$ cat src/rtl/irqtmr_pkg.sv
package irqtmr_pkg;

  localparam int STEP_W       = 2;
  localparam int ADDR_CHG_EVT = 2;

  typedef enum logic [2:0] {
    SEL_EN_BIT = 3'd0,
    SEL_CTRL   = 3'd1,
    SEL_OFF    = 3'd2,
    SEL_ON     = 3'd3,
    SEL_PRE    = 3'd4,
    SEL_CNT    = 3'd5,
    SEL_KEY    = 3'd6,
    SEL_NONE   = 3'd7
  } regSel_e;

  typedef enum logic [1:0] {
    SRC_CPU_CYC  = 2'd0,
    SRC_A12      = 2'd1,
    SRC_ADDR_CHG = 2'd2,
    SRC_CPU_WR   = 2'd3
  } clkSrc_e;

  typedef enum logic [1:0] {
    DIR_HOLD_LO = 2'd0,
    DIR_UP      = 2'd1,
    DIR_DOWN    = 2'd2,
    DIR_HOLD_HI = 2'd3
  } dir_e;

  // Strobes from control to datapath for one clock
  typedef struct packed {
    logic [STEP_W-1:0] stepCnt;
    logic              up;
    logic              down;
    logic              narrow;
    logic              freeze;
    logic              loadPre;
    logic              loadCnt;
    logic              clrPre;
  } tmrCmd_t;

endpackage

$ cat src/rtl/irqtmr_dp.sv
module irqtmr_dp
  import irqtmr_pkg::*;
#(
  parameter int DATA_W    = 8,
  parameter int NARROW_W  = 3,
  parameter int MAX_STEPS = ADDR_CHG_EVT
) (
  input  logic              clk,
  input  logic              rstN,
  input  tmrCmd_t           cmd,
  input  logic [DATA_W-1:0] loadVal,
  output logic [DATA_W-1:0] preQ,
  output logic [DATA_W-1:0] cntQ,
  output logic              wrapHit
);

  localparam logic [DATA_W-1:0] NARROW_MASK = DATA_W'((1 << NARROW_W) - 1);
  localparam logic [DATA_W-1:0] ALL_ONES    = {DATA_W{1'b1}};

  logic [DATA_W-1:0] preMask;
  logic [DATA_W-1:0] preChain [0:MAX_STEPS];
  logic [DATA_W-1:0] cntChain [0:MAX_STEPS];
  logic [MAX_STEPS-1:0] hitVec;

  assign preMask     = cmd.narrow ? NARROW_MASK : ALL_ONES;
  assign preChain[0] = preQ;
  assign cntChain[0] = cntQ;

  // One clocking event per stage; stages beyond stepCnt pass through
  for (genvar k = 0; k < MAX_STEPS; k++) begin : g_stage
    logic              active;
    logic [DATA_W-1:0] lowNext;
    logic [DATA_W-1:0] cntStep;
    logic [DATA_W-1:0] preOut;
    logic [DATA_W-1:0] cntOut;
    logic              hitOut;

    assign active = (32'(cmd.stepCnt) > k);

    always_comb begin
      preOut  = preChain[k];
      cntOut  = cntChain[k];
      hitOut  = 1'b0;
      lowNext = '0;
      cntStep = cntChain[k];
      if (active && cmd.up) begin
        lowNext = (preChain[k] + 1'b1) & preMask;
        preOut  = (preChain[k] & ~preMask) | lowNext;
        if (lowNext == '0) begin
          cntStep = cmd.freeze ? cntChain[k] : cntChain[k] + 1'b1;
          cntOut  = cntStep;
          hitOut  = (cntStep == '0);
        end
      end else if (active && cmd.down) begin
        lowNext = (preChain[k] - 1'b1) & preMask;
        preOut  = (preChain[k] & ~preMask) | lowNext;
        if (lowNext == preMask) begin
          cntStep = cmd.freeze ? cntChain[k] : cntChain[k] - 1'b1;
          cntOut  = cntStep;
          hitOut  = (cntStep == ALL_ONES);
        end
      end
    end

    assign preChain[k+1] = preOut;
    assign cntChain[k+1] = cntOut;
    assign hitVec[k]     = hitOut;
  end

  assign wrapHit = |hitVec;

  always_ff @(posedge clk) begin
    if (!rstN) begin
      preQ <= '0;
      cntQ <= '0;
    end else begin
      if (cmd.clrPre)       preQ <= '0;
      else if (cmd.loadPre) preQ <= loadVal;
      else                  preQ <= preChain[MAX_STEPS];
      if (cmd.loadCnt)      cntQ <= loadVal;
      else                  cntQ <= cntChain[MAX_STEPS];
    end
  end

endmodule

$ cat src/rtl/irqtmr_ctrl.sv
module irqtmr_ctrl
  import irqtmr_pkg::*;
#(
  parameter int DATA_W = 8,
  parameter int ADDR_W = 14
) (
  input  logic              clk,
  input  logic              rstN,
  input  logic              wrEn,
  input  logic [2:0]        wrSel,
  input  logic [DATA_W-1:0] wrData,
  input  logic              cpuCycleStb,
  input  logic              ppuA12RiseStb,
  input  logic              ppuAddrStb,
  input  logic [ADDR_W-1:0] ppuAddr,
  input  logic              cpuWriteStb,
  input  logic              wrapHit,
  output tmrCmd_t           cmd,
  output logic [DATA_W-1:0] loadVal,
  output logic              irqOut,
  output logic              enQ,
  output logic [7:0]        ctrlQ
);

  logic [DATA_W-1:0] keyQ;
  logic [ADDR_W-1:0] lastAddrQ;
  logic              irqQ;
  logic [STEP_W-1:0] rawSteps;
  regSel_e           sel;
  dir_e              dir;
  logic              clrWr;

  assign sel = regSel_e'(wrSel);
  assign dir = dir_e'(ctrlQ[7:6]);

  always_comb begin
    case (clkSrc_e'(ctrlQ[1:0]))
      SRC_CPU_CYC:  rawSteps = STEP_W'(cpuCycleStb);
      SRC_A12:      rawSteps = STEP_W'(ppuA12RiseStb);
      SRC_ADDR_CHG: rawSteps = (ppuAddrStb && (ppuAddr != lastAddrQ))
                               ? STEP_W'(ADDR_CHG_EVT) : '0;
      default:      rawSteps = STEP_W'(cpuWriteStb);
    endcase
  end

  assign clrWr = wrEn && ((sel == SEL_OFF) || ((sel == SEL_EN_BIT) && !wrData[0]));

  always_comb begin
    cmd.stepCnt = enQ ? rawSteps : '0;
    cmd.up      = (dir == DIR_UP);
    cmd.down    = (dir == DIR_DOWN);
    cmd.narrow  = ctrlQ[2];
    cmd.freeze  = ctrlQ[3];
    cmd.loadPre = wrEn && (sel == SEL_PRE);
    cmd.loadCnt = wrEn && (sel == SEL_CNT);
    cmd.clrPre  = clrWr;
  end

  assign loadVal = wrData ^ keyQ;

  always_ff @(posedge clk) begin
    if (!rstN) begin
      enQ       <= 1'b0;
      ctrlQ     <= '0;
      keyQ      <= '0;
      lastAddrQ <= '0;
      irqQ      <= 1'b0;
    end else begin
      if (ppuAddrStb) lastAddrQ <= ppuAddr;
      if (clrWr)        irqQ <= 1'b0;
      else if (wrapHit) irqQ <= 1'b1;
      if (wrEn) begin
        case (sel)
          SEL_EN_BIT: enQ   <= wrData[0];
          SEL_CTRL:   ctrlQ <= wrData[7:0];
          SEL_OFF:    enQ   <= 1'b0;
          SEL_ON:     enQ   <= 1'b1;
          SEL_KEY:    keyQ  <= wrData;
          default:    ;
        endcase
      end
    end
  end

  assign irqOut = irqQ;

endmodule

$ cat src/rtl/irqtmr_top.sv
module irqtmr_top
  import irqtmr_pkg::*;
#(
  parameter int DATA_W   = 8,
  parameter int NARROW_W = 3,
  parameter int ADDR_W   = 14
) (
  input  logic              clk,
  input  logic              rstN,
  input  logic              wrEn,
  input  logic [2:0]        wrSel,
  input  logic [DATA_W-1:0] wrData,
  input  logic              cpuCycleStb,
  input  logic              ppuA12RiseStb,
  input  logic              ppuAddrStb,
  input  logic [ADDR_W-1:0] ppuAddr,
  input  logic              cpuWriteStb,
  output logic              irqOut
);

  tmrCmd_t           cmd;
  logic [DATA_W-1:0] loadVal;
  logic [DATA_W-1:0] preQ;
  logic [DATA_W-1:0] cntQ;
  logic              wrapHit;
  logic              enQ;
  logic [7:0]        ctrlQ;

  irqtmr_ctrl #(.DATA_W(DATA_W), .ADDR_W(ADDR_W)) ctrl_i (
    .clk(clk), .rstN(rstN), .wrEn(wrEn), .wrSel(wrSel), .wrData(wrData),
    .cpuCycleStb(cpuCycleStb), .ppuA12RiseStb(ppuA12RiseStb),
    .ppuAddrStb(ppuAddrStb), .ppuAddr(ppuAddr), .cpuWriteStb(cpuWriteStb),
    .wrapHit(wrapHit), .cmd(cmd), .loadVal(loadVal), .irqOut(irqOut),
    .enQ(enQ), .ctrlQ(ctrlQ)
  );

  irqtmr_dp #(.DATA_W(DATA_W), .NARROW_W(NARROW_W), .MAX_STEPS(ADDR_CHG_EVT)) dp_i (
    .clk(clk), .rstN(rstN), .cmd(cmd), .loadVal(loadVal),
    .preQ(preQ), .cntQ(cntQ), .wrapHit(wrapHit)
  );

endmodule

$ cat config.mk
export PLATFORM = sky130hd
export DESIGN_NAME = irqtmr_top
export DESIGN_NICKNAME = d
export VERILOG_FILES = /design/src/rtl/irqtmr_pkg.sv /design/src/rtl/irqtmr_dp.sv /design/src/rtl/irqtmr_ctrl.sv /design/src/rtl/irqtmr_top.sv
export SDC_FILE = /design/constraint.sdc
export NUM_CORES = 1
export LEC_CHECK = 0
export BUFFER_PORTS_ARGS = -buffer_cell sky130_fd_sc_hd__buf_2
export CORE_ASPECT_RATIO = 2
export CORE_UTILIZATION = 35
export CTS_CLUSTER_SIZE = 30
export DETAILED_ROUTE_END_ITERATION = 8
export PLACE_DENSITY = 0.51
export SETUP_SLACK_MARGIN = 0.5
export SYNTH_ARGS = -nofsm -noshare
export SYNTH_HDL_FRONTEND = slang
export SYNTH_SLANG_ARGS = --single-unit
$ cat constraint.sdc
create_clock -name clk -period 6.35 [get_ports clk]
set_input_delay 0.635 -clock clk [delete_from_list [all_inputs] [get_ports clk]]
set_output_delay 0.635 -clock clk [all_outputs]
set_load 0.05 [all_outputs]
# Yosys cells after proc, flatten, opt, wreduce, memory -nomap -nowiden
# Index checks and enable logic that the tools add are counted.
# Widths: inputs -> output; s select.
# totals
output_inout_bits	1
regBits	48
input_bits	32
elab_cells	99
# op_classes
bitwise_logic	13
n_lt_le_gt_ge	2
muxes	31
n_addsub	8
n_reduce_logical	23
n_eq_ne	15
# ops
operator	count
$mux 8	19
$and 8x8->8	6
$add 8x1->8 const B	4
$logic_not 8->1	4
$or 8x8->8	4
$sub 8x1->8 const B	4
$eq 8x8->1	2
$eq 8x8->1 const B	2
$ne 14x14->1	1
$eq 3x3->1 const B	3
$logic_and 1x1->1	9
$mux 1	8
$not 8->8	1
$xor 8x8->8	1
$eq 3x2->1 const B	2
$pmux 2 s3	1
$reduce_and 2->1	3
$eq 2x1->1 const B	2
$eq 2x2->1 const B	2
$gt 2x1->1 const B	2
$mux 2	2
$reduce_or 2->1	2
$eq 3x1->1 const B	1
$logic_not 3->1	1
other kinds (6)	6

# Logic depth before layout (Yosys ltp)
# logic_depth
word_depth	16
mapped_depth	20
mapped_depth_nobuf	18

# Hierarchy
# A second synthesis with hierarchy kept.
# unflattened
cells_unflattened	593
area_unflattened_um2	4591.9
# modules_own_cells
mod	area_each_um2	seq_area_each_um2	cells_per_inst	n_inst
irqtmr_dp	3020.4	320.3	432	1
irqtmr_ctrl	1571.5	640.6	161	1

# Worst setup path before layout
# No wires, ideal clock.
# synth_timing
kind	input port to flip-flop
start	input port ppuAddr[11]
end	register dp_i.cntQ[0]
setup_time_ns	0.095
arrival_time_ns	4.490
required_ns	6.255
slack_ns	1.764
cell_stages	20
path_buffers	2
cell_sequence	xor2_1 nor4_1 and4_1 buf_4 o21ai_2 buf_2 a311oi_1 o22ai_1 inv_1 ha_1 inv_1 nor4_1 mux2_2 o22ai_1 nor3_1 a31oi_1 a211oi_4 a21oi_1 or4_1 o311ai_1
# synth_via
elab_chain_cells	16
elab_cells_between_ends	30
classes_between	add/sub: 4; order compare: 2; eq/ne: 2; mux: 14; bitwise: 2; reduce/logical: 6
# synth_lines
item	line	source
from (decl)	irqtmr_top.sv:16	input logic [ADDR_W-1:0] ppuAddr,
$ne 14x14->1 *	irqtmr_ctrl.sv:40	SRC_ADDR_CHG: rawSteps = (ppuAddrStb && (ppuAddr != lastAddrQ))
$logic_and 1x1->1 *	irqtmr_ctrl.sv:40	
$mux 2 *	irqtmr_ctrl.sv:41	? STEP_W'(ADDR_CHG_EVT) : '0;
$pmux 2 s3 *	irqtmr_ctrl.sv:37	case (clkSrc_e'(ctrlQ[1:0]))
$mux 2 *	irqtmr_ctrl.sv:49	cmd.stepCnt = enQ ? rawSteps : '0;
$gt 2x1->1	irqtmr_dp.sv:38	assign active = (32'(cmd.stepCnt) > k);
$logic_and 1x1->1	irqtmr_dp.sv:54	end else if (active && cmd.down) begin
$mux 8	irqtmr_dp.sv:54	
$mux 8	irqtmr_dp.sv:46	if (active && cmd.up) begin
$sub 8x1->8	irqtmr_dp.sv:55	lowNext = (preChain[k] - 1'b1) & preMask;
$and 8x8->8	irqtmr_dp.sv:55	
$eq 8x8->1	irqtmr_dp.sv:57	if (lowNext == preMask) begin
$mux 8	irqtmr_dp.sv:57	
$mux 8	irqtmr_dp.sv:54	
$mux 8 *	irqtmr_dp.sv:46	
$mux 8 *	irqtmr_dp.sv:80	if (cmd.loadCnt) cntQ <= loadVal;
to (signal assigned)	irqtmr_dp.sv:80	
to (signal assigned)	irqtmr_dp.sv:81	else cntQ <= cntChain[MAX_STEPS];
to (decl)	irqtmr_dp.sv:13	output logic [DATA_W-1:0] cntQ,
# Mark *: on every way between the ends. The rest lies on a longest branch, timed or not.
# A chain may end at the register's enable or synchronous reset.

# Final worst setup path
# Ends and elaborated chain as after synthesis.

==> impl_results.md <==
* Crit-path cells: buf_2, xor2_1, nor4_1, and4_1, o21ai_2, a311oi_1, o22ai_1, inv_1, ha_1, inv_1, nor4_1, mux2_2, o22ai_1, nor3_1, a31oi_1, a211oi_4, a21oi_1, or4_1, o311ai_1
* Worst EP required at 6540 ps
* Post-CTS setup buffer count at 0
* Final cell count without fillers at 764
* Yosys warning count at 0
* Tmin final at 5075 ps
* Synthesized area per cell at 7.580 µm²
* H-tree Lvls at 2
* Die Ht at 163.9 µm
* Register-to-Register Setup Slack at 1370 ps
* Commonest non-fill, non-tap cell in the layout: nor2_1
* Number of synthesized flops with an enable pin at 0
* Cells after DPL at 756
* Die area at 13590 µm²
* CTS resizes at 0
* Rows at 58
* Final #Nets at 655
* Synth cell types at 88
* Post-Route WL at 15.27 mm
* WHS Path Cells at 2
* Sequential Power Share at 40.1%
* Slowest CP cell: nor4_1
* Final Max Slew Viols at 0
* Synth Cell Area at 4586 µm²
* Slew margin rel. at 30.09%
* Cts hold-fix bufs at 0
* Worst r2r dst: dp_i.cntQ[0]
* Final Power at 800.8 µW
* Syn nets at 647
* Layout cell share with drive strength beyond 1 at 13.19%
* Worst min-delay path class: flip-flop to flip-flop
* CTS tree: yes
* Core area at 12700 µm²
* Sw Share at 30.34%
* Worst Setup Path Type: primary input to flip-flop
* Ys async rst share at 0%
* CP max FO at 16
* Die width at 82.94 µm
* Antenna Nets Post-Route at 0
* Root Buffer Master: clkbuf_16
* NetSw at 242.9 µW
* F_max at 197.1 MHz
* Ant diodes at 0
* Vias in the first global route at 4568
* Final-report hold violation count at 0
* CP Capture Type: flip-flop
* Post-synthesis sequential area ratio at 20.08%
* R2R cell count at 17
* CP Buf/Inv Count at 3
* Int Pwr at 557.9 µW
* CTS Buffer Depth at 2
* GR Util met2 at 43.85%
* Met3 Resource Use GR at 2.111%
* CTS clk-pin slew, worst paths at 60 ps
* CP delay by family, top: simple AND/OR/NAND/NOR gates
* Status: complete, no violations
* Slowest stage delay, CP at 510 ps
* Sum of negative setup slack at 0 ps
* Clk network pwr share at 37.6%
* Period utilization at 79.92%
* Pwr/cell area at 160.3 nW/µm²
* Drt initial violations at 240
* First-pass GRT wire length at 24.07 mm
* Gate Count Post-Synth at 605
* Dominant synthesized flop cell: dfxtp_1
* DRC violations left at 0
* Gate power share at 22.3%
* Detailed placement HPWL at 12.19 mm
* RSZ-0062 raised after global routing: no
* Clock sink count at 46
* Global route overflow at 0
* Slew @ Worst Pin at 1048 ps
* Worst vdd ir at 0.1668 mV
* Clk_lat worst skew at 290 ps
* Initial antenna violation count at 0
* Startpoint types: primary input
* Area delta synth->final at 8.922%
* Port Buf Inserts at 32
* Worst hold start: ctrl_i.keyQ[5]
* Wire per inst at 19.98 µm
* Initial Util at 36.11%
* P_leak at 0.001855 µW
* Drt pass-1 iters at 4
* GRT Overall Usage at 22.51%
* CTS Buf Count at 5
* Most frequent cells in the layout: 71 x nor2_1, 62 x nand2_1, 46 x dfxtp_1, 32 x buf_2, 31 x xor2_1
* Origin of the critical flop-to-flop path: ctrl_i.ctrlQ[1]
* Setup violators final at 0
* Met1 GRT Util at 21.40%
* GP Congestion at 0.9317
* Vias at 4674
* Average via count per standard cell at 6.118
* Final Skew at 5.600 ps
* Hold Path End: ctrl_i.keyQ[5]
* Num ports at 33
* Largest net degree at the start of global routing at 33
* Max-cap violations at 0
* #FFs+latches synth at 46
* Gr busiest metal: met2
* CP Data Arrival Time at 5270 ps
## through the flow
| step | setup slack [ps] | utilization (%) | hold slack, ps | area, µm² |
|---|---|---|---|---|
| after CTS | 1289 | 39.33 | 467.5 | 4995 |
| after floorplan | 1764 | - | 447.8 | 4586 |
| after global routing | 881.3 | 39.33 | 493.5 | 4995 |
| after global placement | 1073 | 38.02 | 453.9 | 4828 |
| final | 1275 | 39.33 | 468.7 | 4995 |
| after detailed placement | 987.6 | 38.02 | 458.5 | 4828 |
## state kept, by name, summed over array words and instances (netlist names)
name	flops
dp_i.cntQ	8
ctrl_i.enQ	1
ctrl_i.keyQ	8
ctrl_i.irqOut	1
ctrl_i.lastAddrQ	14
dp_i.preQ	8
ctrl_i.ctrlQ	6
## synth_stat cells, types with 3 or more instances
cell / n / area [µm²]
xnor2_1: 22 / 192.7
and2_1: 6 / 37.54
nand2_1: 62 / 232.7
a32o_1: 5 / 50.05
and3_1: 11 / 68.82
or3_1: 9 / 56.30
nand2b_1: 7 / 43.79
nor2b_1: 11 / 68.82
a211oi_1: 13 / 97.59
o2111ai_1: 5 / 43.79
a31oi_1: 9 / 56.30
a22oi_1: 3 / 22.52
buf_2: 6 / 30.03
o32a_1: 3 / 30.03
a22o_1: 4 / 35.03
o21ai_0: 15 / 75.07
nor2_1: 71 / 266.5
and4_1: 3 / 26.28
or2_2: 6 / 37.54
or4_1: 6 / 45.04
o22ai_1: 6 / 37.54
clkbuf_1: 30 / 112.6
a221oi_1: 5 / 43.79
nand4_1: 6 / 37.54
ha_1: 10 / 125.1
dfxtp_1: 46 / 920.9
mux2i_1: 28 / 280.3
nand3_1: 16 / 80.08
buf_4: 3 / 22.52
a21oi_1: 24 / 120.1
xor2_1: 31 / 271.5
a31o_2: 3 / 26.28
a32oi_1: 5 / 43.79
o31ai_1: 4 / 30.03
a311oi_1: 3 / 26.28
nor4_1: 12 / 75.07
inv_1: 17 / 63.81
nor3_1: 16 / 80.08
o211ai_1: 5 / 37.54
## layer usage
layer	wire length (µm)	share of wire (%)
met5	0	0
met4	1159	7.6
met3	401	2.6
met2	8405	55
met1	5302	35
## power groups by stage
stage | sequential [µW] | clock (µW) | combinational (µW)
floorplan | 314 | 0 | 137
global placement | 327 | 0 | 175
detailed placement | 328 | 0 | 177
CTS | 321 | 310 | 178
global route | 323 | 320 | 197
finish | 321 | 301 | 178
## cell type report
cell class                      instances  area (µm²)
Multi-Input combinational cell        501        3421
Clock buffer                            6       128.9
Inverter                               17       63.81
Fill cell                            1332        7705
Tap cell                              150       187.7
Sequential cell                        46       920.9
Clock inverter                          2       37.54
Timing Repair Buffer                   42       235.2
## cell families after synthesis
logic type               share of synthesized area [%]
buffers and inverters                            5.321
adder cells (fa/ha/maj)                          2.729
multiplexers                                     7.176
AO/OA/AOI/OAI                                    25.27
XOR/XNOR                                         10.12
flip-flops                                       20.08
AND/OR/NAND/NOR                                  29.30
## tightest hold or removal path, delay by kind of cell (launching register included)
| kind | cells | cell delay (ps) |
|---|---|---|
| AND/OR/NAND/NOR | 1 | 50 |
| AO/OA/AOI/OAI | 1 | 50 |
| flip-flops | 1 | 320 |
## how the worst max path moves through the flow
stage                      startpoint            to  slack, ps  cells past startpoint
after floorplan           ppuAddr[11]  dp_i.cntQ[0]       1760                     20
after global placement    ppuAddr[11]  dp_i.cntQ[0]       1070                     19
after detailed placement  ppuAddr[11]  dp_i.cntQ[0]        990                     19
after CTS                 ppuAddr[11]  dp_i.cntQ[0]       1290                     19
after global routing      ppuAddr[11]  dp_i.cntQ[0]        880                     19
final                     ppuAddr[11]  dp_i.cntQ[0]       1280                     19
(Power assumes the default switching activity.)
